===== src/rtl/uabt_pkg.sv =====
package uabt_pkg;

    localparam int MODE_W    = 8;
    localparam int PRESCALE  = 8;

    typedef enum logic [1:0] {
        SEL_MODE = 2'd0,
        SEL_CDIV = 2'd1,
        SEL_BDIV = 2'd2,
        SEL_NONE = 2'd3
    } wr_sel_e;

    // Field positions are behaviour: external software composes this word.
    typedef struct packed {
        logic [1:0] stop_code;
        logic [2:0] par_code;
        logic [1:0] len_code;
        logic       ref_div8;
    } mode_t;

    typedef struct packed {
        logic [3:0] data_bits;
        logic       par_en;
        logic       par_odd;
        logic [1:0] stop_bits;
        logic [3:0] frame_bits;
    } frame_fmt_t;

    function automatic logic [3:0] len_of(input logic [1:0] code);
        case (code)
            2'b11:   return 4'd6;
            2'b10:   return 4'd7;
            default: return 4'd8;
        endcase
    endfunction

    function automatic frame_fmt_t decode_mode(input mode_t m);
        frame_fmt_t f;
        f.data_bits  = len_of(m.len_code);
        f.par_en     = (m.par_code == 3'b000) || (m.par_code == 3'b001);
        f.par_odd    = (m.par_code == 3'b001);
        f.stop_bits  = (m.stop_code == 2'b11) ? 2'd1 : 2'd2;
        f.frame_bits = 4'd1 + f.data_bits + {3'd0, f.par_en} + {2'd0, f.stop_bits};
        return f;
    endfunction

endpackage


===== src/rtl/uabt_prescale.sv =====
module uabt_prescale #(
    parameter int RATIO = 8
) (
    input  logic clk,
    input  logic rst,
    input  logic clr,
    input  logic div_sel,
    output logic ref_en
);
    localparam int CW = (RATIO > 1) ? $clog2(RATIO) : 1;
    localparam logic [CW-1:0] LAST = CW'(RATIO - 1);

    logic [CW-1:0] cnt_q;

    always_ff @(posedge clk) begin
        if (rst || clr) begin
            cnt_q <= '0;
        end else if (div_sel) begin
            cnt_q <= (cnt_q == LAST) ? '0 : cnt_q + 1'b1;
        end
    end

    assign ref_en = div_sel ? (cnt_q == LAST) : 1'b1;
endmodule


===== src/rtl/uabt_cnt_stage.sv =====
module uabt_cnt_stage #(
    parameter int W = 8
) (
    input  logic         clk,
    input  logic         rst,
    input  logic         clr,
    input  logic         en,
    input  logic [W-1:0] limit,
    output logic         last
);
    logic [W-1:0] cnt_q;
    logic         at_lim;

    assign at_lim = (cnt_q == limit);
    assign last   = en && at_lim;

    always_ff @(posedge clk) begin
        if (rst || clr) begin
            cnt_q <= '0;
        end else if (en) begin
            cnt_q <= at_lim ? '0 : cnt_q + 1'b1;
        end
    end
endmodule


===== src/rtl/uabt_fmt_decode.sv =====
module uabt_fmt_decode
    import uabt_pkg::*;
(
    input  mode_t      mode,
    output frame_fmt_t fmt
);
    assign fmt = decode_mode(mode);
endmodule


===== src/rtl/uabt_timer.sv =====
module uabt_timer
    import uabt_pkg::*;
#(
    parameter int DATA_W   = 16,
    parameter int CDIV_W   = 16,
    parameter int BDIV_W   = 8,
    parameter int CDIV_RST = 15
) (
    input  logic              clk,
    input  logic              rst,
    input  logic              wr_en,
    input  logic [1:0]        wr_sel,
    input  logic [DATA_W-1:0] wr_data,
    output logic              baud_tick,
    output logic              char_done,
    output logic [3:0]        data_bits,
    output logic              par_en,
    output logic              par_odd,
    output logic [1:0]        stop_bits,
    output logic [3:0]        frame_bits
);
    localparam int FRM_W = 4;

    mode_t             mode_q;
    logic [CDIV_W-1:0] cdiv_q;
    logic [BDIV_W-1:0] bdiv_q;
    frame_fmt_t        fmt;
    wr_sel_e           sel;
    logic              restart;
    logic              ref_div8;
    logic              ref_en;
    logic              cdiv_nz;
    logic              samp_tick;
    logic              baud_raw;

    assign sel      = wr_sel_e'(wr_sel);
    assign restart  = wr_en && (sel != SEL_NONE);
    assign ref_div8 = mode_q.ref_div8;
    assign cdiv_nz  = (cdiv_q != '0);

    always_ff @(posedge clk) begin
        if (rst) begin
            mode_q <= '0;
            cdiv_q <= CDIV_W'(CDIV_RST);
            bdiv_q <= '0;
        end else if (wr_en) begin
            case (sel)
                SEL_MODE: mode_q <= mode_t'(wr_data[MODE_W-1:0]);
                SEL_CDIV: cdiv_q <= wr_data[CDIV_W-1:0];
                SEL_BDIV: bdiv_q <= wr_data[BDIV_W-1:0];
                default:  ;
            endcase
        end
    end

    uabt_prescale #(.RATIO(PRESCALE)) u_pre (
        .clk(clk), .rst(rst), .clr(restart),
        .div_sel(ref_div8), .ref_en(ref_en)
    );

    uabt_cnt_stage #(.W(CDIV_W)) u_cdiv (
        .clk(clk), .rst(rst), .clr(restart),
        .en(ref_en && cdiv_nz), .limit(cdiv_q - 1'b1), .last(samp_tick)
    );

    uabt_cnt_stage #(.W(BDIV_W)) u_bdiv (
        .clk(clk), .rst(rst), .clr(restart),
        .en(samp_tick), .limit(bdiv_q), .last(baud_raw)
    );

    assign baud_tick = baud_raw && !restart;

    uabt_cnt_stage #(.W(FRM_W)) u_frm (
        .clk(clk), .rst(rst), .clr(restart),
        .en(baud_tick), .limit(fmt.frame_bits - 1'b1), .last(char_done)
    );

    uabt_fmt_decode u_dec (.mode(mode_q), .fmt(fmt));

    assign data_bits  = fmt.data_bits;
    assign par_en     = fmt.par_en;
    assign par_odd    = fmt.par_odd;
    assign stop_bits  = fmt.stop_bits;
    assign frame_bits = fmt.frame_bits;
endmodule


===== config.mk =====
export PLATFORM = sky130hd
export DESIGN_NAME = uabt_timer
export DESIGN_NICKNAME = d
export VERILOG_FILES = /design/src/rtl/uabt_pkg.sv /design/src/rtl/uabt_prescale.sv /design/src/rtl/uabt_cnt_stage.sv /design/src/rtl/uabt_fmt_decode.sv /design/src/rtl/uabt_timer.sv
export SDC_FILE = /design/constraint.sdc
export NUM_CORES = 1
export LEC_CHECK = 0
export ABC_CLOCK_PERIOD_IN_PS = 7500
export BUFFER_PORTS_ARGS = -buffer_cell sky130_fd_sc_hd__buf_2
export CAP_MARGIN = 20
export CORE_ASPECT_RATIO = 1.25
export CORE_MARGIN = 5
export CORE_UTILIZATION = 40
export CTS_CLUSTER_SIZE = 16
export DETAILED_ROUTE_END_ITERATION = 8
export HOLD_SLACK_MARGIN = 0.08
export PLACE_DENSITY = 0.62
export SYNTH_ARGS = -nofsm -noshare
export SYNTH_HDL_FRONTEND = slang
export SYNTH_SLANG_ARGS = --single-unit

===== constraint.sdc =====
create_clock -name clk -period 7.5 [get_ports clk]
set_input_delay 1.5 -clock clk [delete_from_list [all_inputs] [get_ports clk]]
set_output_delay 1.5 -clock clk [all_outputs]
set_load 0.05 [all_outputs]

Yosys cells after proc, flatten, opt, wreduce, memory -nomap -nowiden
Index checks and enable logic that the tools add are counted.
Widths: inputs -> output; s select.
- input port bits: 21
- register bits: 63
- word-level logic and storage cells: 52
- eq/ne operators: 11
- reduce and logical (&&, ||, !) cells: 15
- $add $sub $neg: 9
- multiplexer cells: 7
- operators by type and width (kind ; number):
    $add 16x1->16 const B ; 1
    $eq 16x16->1 ; 1
    $mux 16 ; 1
    $reduce_bool 16->1 ; 1
    $sub 16x1->16 const B ; 1
    $add 8x1->8 const B ; 1
    $eq 2x2->1 const B ; 4
    $eq 8x8->1 ; 1
    $mux 8 ; 1
    $pmux 4 s2 ; 1
    $logic_and 1x1->1 ; 6
    $reduce_and 2->1 ; 3
    $add 1x4->4 const A ; 1
    $add 4x1->4 ; 1
    $add 4x1->4 const B ; 1
    $add 4x2->4 ; 1
    $eq 4x4->1 ; 1
    $mux 4 ; 1
    $sub 4x1->4 const B ; 1
    $add 3x1->3 const B ; 1
    $eq 3x1->1 const B ; 1
    $eq 3x3->1 const B ; 1
    $logic_not 3->1 ; 1
    $mux 3 ; 1
    7 further kinds ; 8

Logic depth before layout (Yosys ltp)
- depth after elaboration: 8
- depth in mapped cells: 15
- gate-level depth less buffers: 15

Modules after synthesis
Synthesis repeated with hierarchy kept, for this count alone.
- cell total of the unflattened synthesis: 391
- area total of the unflattened synthesis: 3424.5 um^2
- modules (own cells, without submodules) (module ; times used ; cells an instance ; area each (um^2)):
    uabt_timer ; 1 ; 174 ; 1487.7
    uabt_cnt_stage (u_cdiv) ; 1 ; 103 ; 885.8
    uabt_cnt_stage (u_bdiv) ; 1 ; 48 ; 454.2
    uabt_cnt_stage (u_frm) ; 1 ; 26 ; 266.5
    uabt_fmt_decode ; 1 ; 26 ; 173.9
    uabt_prescale ; 1 ; 14 ; 156.4

Worst setup path before layout
Ideal clock, no wire load.
- path type: reg-to-output
- from: register cdiv_q[0]
- to: output char_done
- buffers on the path: 1
- cell stages (with the launch flop): 11
- setup slack: 2.012 ns
- arrival time: 3.988 ns
- path through: dfxtp_1 -> inv_1 -> ha_1 -> nor3b_1 -> and4b_1 -> buf_4 -> a21oi_2 -> and4_1 -> nand3b_1 -> nor4_1 -> and2_1
- word-level cells in the longest chain between the ends: 6
- elaborated cells between the ends (all ways): 8
- those cells by class: 1 x add/sub; 1 x eq/ne; 6 x reduce/logical
- ends and longest elaborated chain (item ; line ; source):
    from (decl) ; uabt_timer.sv:25 ; logic [CDIV_W-1:0] cdiv_q;
    from (signal assigned) ; uabt_timer.sv:44 ; cdiv_q <= CDIV_W'(CDIV_RST);
    from (signal assigned) ; uabt_timer.sv:49 ; SEL_CDIV: cdiv_q <= wr_data[CDIV_W-1:0];
    $sub 16x1->16 or $reduce_bool 16->1 (tied branches) ; uabt_timer.sv:63, uabt_timer.sv:39 ;
    $eq 16x16->1 or $logic_and 1x1->1 (tied branches) ; uabt_cnt_stage.sv:14, uabt_timer.sv:63 ;
    $logic_and 1x1->1 * (2 in series) ; uabt_cnt_stage.sv:15 ; assign last = en && at_lim;
    $logic_and 1x1->1 * ; uabt_timer.sv:71 ; assign baud_tick = baud_raw && !restart;
    net baud_tick ; uabt_timer.sv:14 ; output logic baud_tick,
    $logic_and 1x1->1 * ; uabt_cnt_stage.sv:15 ;
    to (decl) ; uabt_timer.sv:15 ; output logic char_done,
Mark *: on every way through the listed nets, which the timed path passes. The rest lies on a longest branch.

Worst setup path in the final report
- from: register mode_q[2] in the netlist's numbering
- to: output char_done
- word-level cells in the longest chain between the ends: 8
- elaborated cells between the ends (all ways): 9
- those cells by class: 4 x add/sub; 3 x eq/ne; 1 x mux; 1 x reduce/logical
- ends and longest elaborated chain (item ; line ; source):
    from (decl) ; uabt_timer.sv:24 ; mode_t mode_q;
    from (signal assigned) ; uabt_timer.sv:48 ; SEL_MODE: mode_q <= mode_t'(wr_data[MODE_W-1:0]);
    $eq 2x2->1 ; uabt_pkg.sv:30 ; case (code)
    $pmux 4 s2 * ; uabt_pkg.sv:30 ;
    $add 1x4->4 * ; uabt_pkg.sv:43 ; f.frame_bits = 4'd1 + f.data_bits + {3'd0, f.par_en} + {2'd0, f.stop_bits};
    $add 4x1->4 * ; uabt_pkg.sv:43 ;
    $add 4x2->4 * ; uabt_pkg.sv:43 ;
    $sub 4x1->4 * ; uabt_timer.sv:75 ; .en(baud_tick), .limit(fmt.frame_bits - 1'b1), .last(char_done)
    $eq 4x4->1 * ; uabt_cnt_stage.sv:14 ; assign at_lim = (cnt_q == limit);
    $logic_and 1x1->1 * ; uabt_cnt_stage.sv:15 ;
Every way passes the cells marked *; elsewhere a longest branch is shown, timed or not.

==> metrics.log <==
[metrics] RSZ-0062 raised after global routing: false
[metrics] die span in x: 94.3 um
[metrics] H-Tree Level Count: 3
[metrics] crit path capture type: primary output
[metrics] post-synthesis register bit count: 63
[metrics] Core Rows: 38
[metrics] number of distinct standard cells referenced by the synthesized netlist: 59
[metrics] cell seen most often among critical-path stages: sky130_fd_sc_hd__ha_1
[metrics] number of antenna-violating nets in the routed design: 0
[metrics] DRC violation count after routing: 0
[metrics] number of global-route vias before repair: 2917
[metrics] leakage power of the design: 0.00160 uW
[metrics] final std cells w/o fill: 573
[metrics] footprint of the multi-input gates: 2110 um^2
[metrics] critical-path cell with the highest stage delay: sky130_fd_sc_hd__nor3_1
[metrics] Rel. slew slack: 0.373
[metrics] Largest stage delay, worst path: 440 ps
[metrics] post-synth top area cell: sky130_fd_sc_hd__dfxtp_1
[metrics] maximum clock skew at final layout: 8.55 ps
[metrics] placer's final routability congestion estimate: 0.818
[metrics] overall global routing resource usage: 0.163
[metrics] root buffer selected by CTS: sky130_fd_sc_hd__clkbuf_8
[metrics] cts bufs inserted: 9
[metrics] top flip-flop cell by instance count after synthesis: sky130_fd_sc_hd__dfxtp_1
[metrics] highest routing layer actually used: met4
[metrics] Register-to-Register Path Depth: 10
[metrics] number of instances in the placed design: 557
[metrics] final critical path time including I/O delays and setup: 4900 ps
[metrics] drt via density: 5.25
[metrics] vertical extent of the die: 115 um
[metrics] DRT met1 WL: 3.57 mm
[metrics] number of hold buffers added after cts: 0
[metrics] measured slew at the worst slew-check pin: 916 ps
[metrics] maximum resistive drop on vdd: 0.116 mV
[metrics] Post-CTS Setup Repair Bufs: 0
[metrics] first-pass GRT wire length: 13.9 mm
[metrics] arrival time of data at the critical path endpoint: 3400 ps
[metrics] Post-Syn Instances: 426
[metrics] dpl hpwl: 6.12 mm
[metrics] clock insertion delay at the later pin of the skew report: 340 ps
[metrics] cell types with the largest area share after synthesis: sky130_fd_sc_hd__dfxtp_1 36%, sky130_fd_sc_hd__xor2_1 5.7%, sky130_fd_sc_hd__nor2_1 5.4%
[metrics] layout cells sized above 1: 0.137
[metrics] clock edge transition at the registers on the reported setup and hold paths: 70 ps
[metrics] number of failing hold endpoints at the final stage: 0
[metrics] total nets after synthesis: 458
[metrics] cell count along the critical path: 14
[metrics] Storage cell area: 1260 um^2
[metrics] Avg Inst Size Synth: 8.34 um^2
[metrics] total congestion overflow after global routing: 0
[metrics] required time of the critical path: 6000 ps
[metrics] Sum Neg Setup Slack: 0 ps
[metrics] Hold Path Depth: 2
[metrics] sum of met2 wire segment lengths after detailed routing: 4.22 mm
[metrics] met3 layer wire length in the routed design: 247 um
[metrics] count of port buffers added during placement: 33
[metrics] Async S/R FF share, synth: 0
[metrics] clk buf depth: 2
[metrics] Critical Path Source Type: register
[metrics] result of the run: completed
[metrics] TritonCTS clock tree: built
[metrics] Filler Cell Count: 918
[metrics] total via count in the routed design: 3010
[metrics] core region area: 8700 um^2
[metrics] Mapped Area: 3550 um^2
[metrics] CP Buf/Inv Count: 3
[metrics] cell class contributing the biggest share of worst-path delay: adder cells
[metrics] top post-synthesis cells by count: 63 x sky130_fd_sc_hd__dfxtp_1, 51 x sky130_fd_sc_hd__nor2_1, 46 x sky130_fd_sc_hd__nand2_1
[metrics] most frequently used cell type in the post-synthesis netlist: sky130_fd_sc_hd__dfxtp_1
[metrics] I/O pins: 35
[metrics] count of flip-flops with a built-in enable after synthesis: 0
[metrics] 1st-iter DRT viols: 94
[metrics] Wirelength per Cell: 14.2 um
[metrics] pin count of the biggest net entering global routing: 35
[metrics] sinks on the clock net: 63
[metrics] final WL: 8.16 mm
[metrics] floorplan die area: 10900 um^2
[metrics] total number of yosys warnings: 0
[metrics] initial core utilization: 0.408
[metrics] max-slew violation total from the final report: 0
[metrics] crit path cell chain: nand2b_1, ha_1, inv_1, ha_1, ha_1, inv_1, ha_1, xnor2_1, o21ai_0, mux2i_1, a21oi_1, nor3_1, and2_1, buf_2
[metrics] post-synth top area share: 0.355
[metrics] period utilisation layout: 0.653
[metrics] NumNets Final: 480
[metrics] relative area change from synthesis to final layout: 11.8%
[metrics] highest fanout seen on the critical path: 6
[metrics] FMAX: 0.204 GHz
[metrics] antenna violations before repair: 0
[metrics] length of the first detailed-routing pass in iterations: 4
[metrics] power per unit of standard cell area: 186 nW/um^2
[metrics] endpoints failing setup: 0
[metrics] worst min-delay path class: reg -> reg
[metrics] max capacitance violation total: 0
[metrics] share of the yosys chip area belonging to registers: 0.355
[metrics] start-to-end type of the worst setup path: reg -> out
[metrics] number of antenna diodes: 0
[metrics] count of instances resized after the clock tree is built: 0
## per-layer routing
layer | global-route usage | up-vias
li1 | - | 1531
met1 | 0.187 | 1428
met2 | 0.288 | 42
met3 | 0.0406 | 9
met4 | 0.0626 | 0
met5 | 0 | -
## tightest hold or removal path, cell delays in order (launching register included)
cell and delay [ps]:
sky130_fd_sc_hd__dfxtp_1 330, sky130_fd_sc_hd__mux2i_1 60, sky130_fd_sc_hd__nor2_1 70
## sequential cells by signal, indices dropped and copies added, names as in the netlist
| register | flops |
|---|---|
| bdiv_q | 8 |
| cdiv_q | 16 |
| mode_q | 7 |
| ref_div8 | 1 |
| u_bdiv.cnt_q | 8 |
| u_cdiv.cnt_q | 16 |
| u_frm.cnt_q | 4 |
| u_pre.cnt_q | 3 |
## final timing paths
kind	from	endpoint	slack (ps)
hold reg to reg	mode_q[5]	mode_q[5]	500
setup / recovery	mode_q[2]	char_done	2600
setup reg to reg	cdiv_q[0]	u_cdiv.cnt_q[5]	4150
hold / removal	mode_q[5]	mode_q[5]	500
## layout make-up
type / count / share of cell area
sequential: 63 / 0.318
clock buffer: 15 / 0.0520
inverter: 16 / 0.0151
multi-input combinational: 324 / 0.532
timing repair buffer: 34 / 0.0435
clock inverter: 1 / 0.00189
tap: 120 / 0.0378
## through the flow
| stage | worst slack (ps) | utilization | hold WS, ps | instance area (um^2) | power, uW |
|---|---|---|---|---|---|
| 4_1_cts | 2580 | 0.456 | 500 | 3970 | 750 |
| 3_3_place_gp | 3100 | 0.432 | 466 | 3760 | 440 |
| 5_1_grt | 2310 | 0.456 | 517 | 3970 | 774 |
| 6_report | 2600 | 0.456 | 498 | 3970 | 739 |
| 3_5_place_dp | 2970 | 0.432 | 482 | 3760 | 442 |
| 2_1_floorplan | 2010 | - | 452 | 3550 | 420 |
## cell families (layout without fill, tap and decap cells)
group                    count (synthesis)  in the layout  synth area share
XOR/XNOR                                42             42             0.104
AND/OR/NAND/NOR                        188            188             0.288
flip-flops                              63             63             0.355
multiplexers                            18             18            0.0507
adder cells (fa/ha/maj)                 11             11            0.0387
buffers and inverters                   39             66            0.0500
other                                    1              1           0.00106
AO/OA/AOI/OAI                           64             64             0.113
## cells in the final DEF (no fill, tap or decap), drive strengths merged, types with 4 or more instances in the layout
cell / netlist / layout
nand4: 8 / 8
nand4b: 5 / 5
nor3: 10 / 10
nand2: 46 / 46
nor2: 51 / 51
or4: 7 / 7
clkbuf: 15 / 15
and3: 6 / 6
a31oi: 4 / 4
a21oi: 25 / 25
inv: 16 / 16
xnor2: 19 / 19
xor2: 23 / 23
ha: 11 / 11
dfxtp: 63 / 63
buf: 8 / 34
o21ai: 12 / 12
mux2i: 18 / 18
nand2b: 5 / 5
nand3: 16 / 16
and2: 5 / 5
nand3b: 5 / 5
nor4: 6 / 6
## power breakdown
part	total, uW	leakage (uW)	internal, uW	switching [uW]
registers	351	0.000510	342	9.54
clock network	305	0.000108	174	131
logic	82.6	0.000980	30.7	51.9
(Power assumes the default switching activity.)
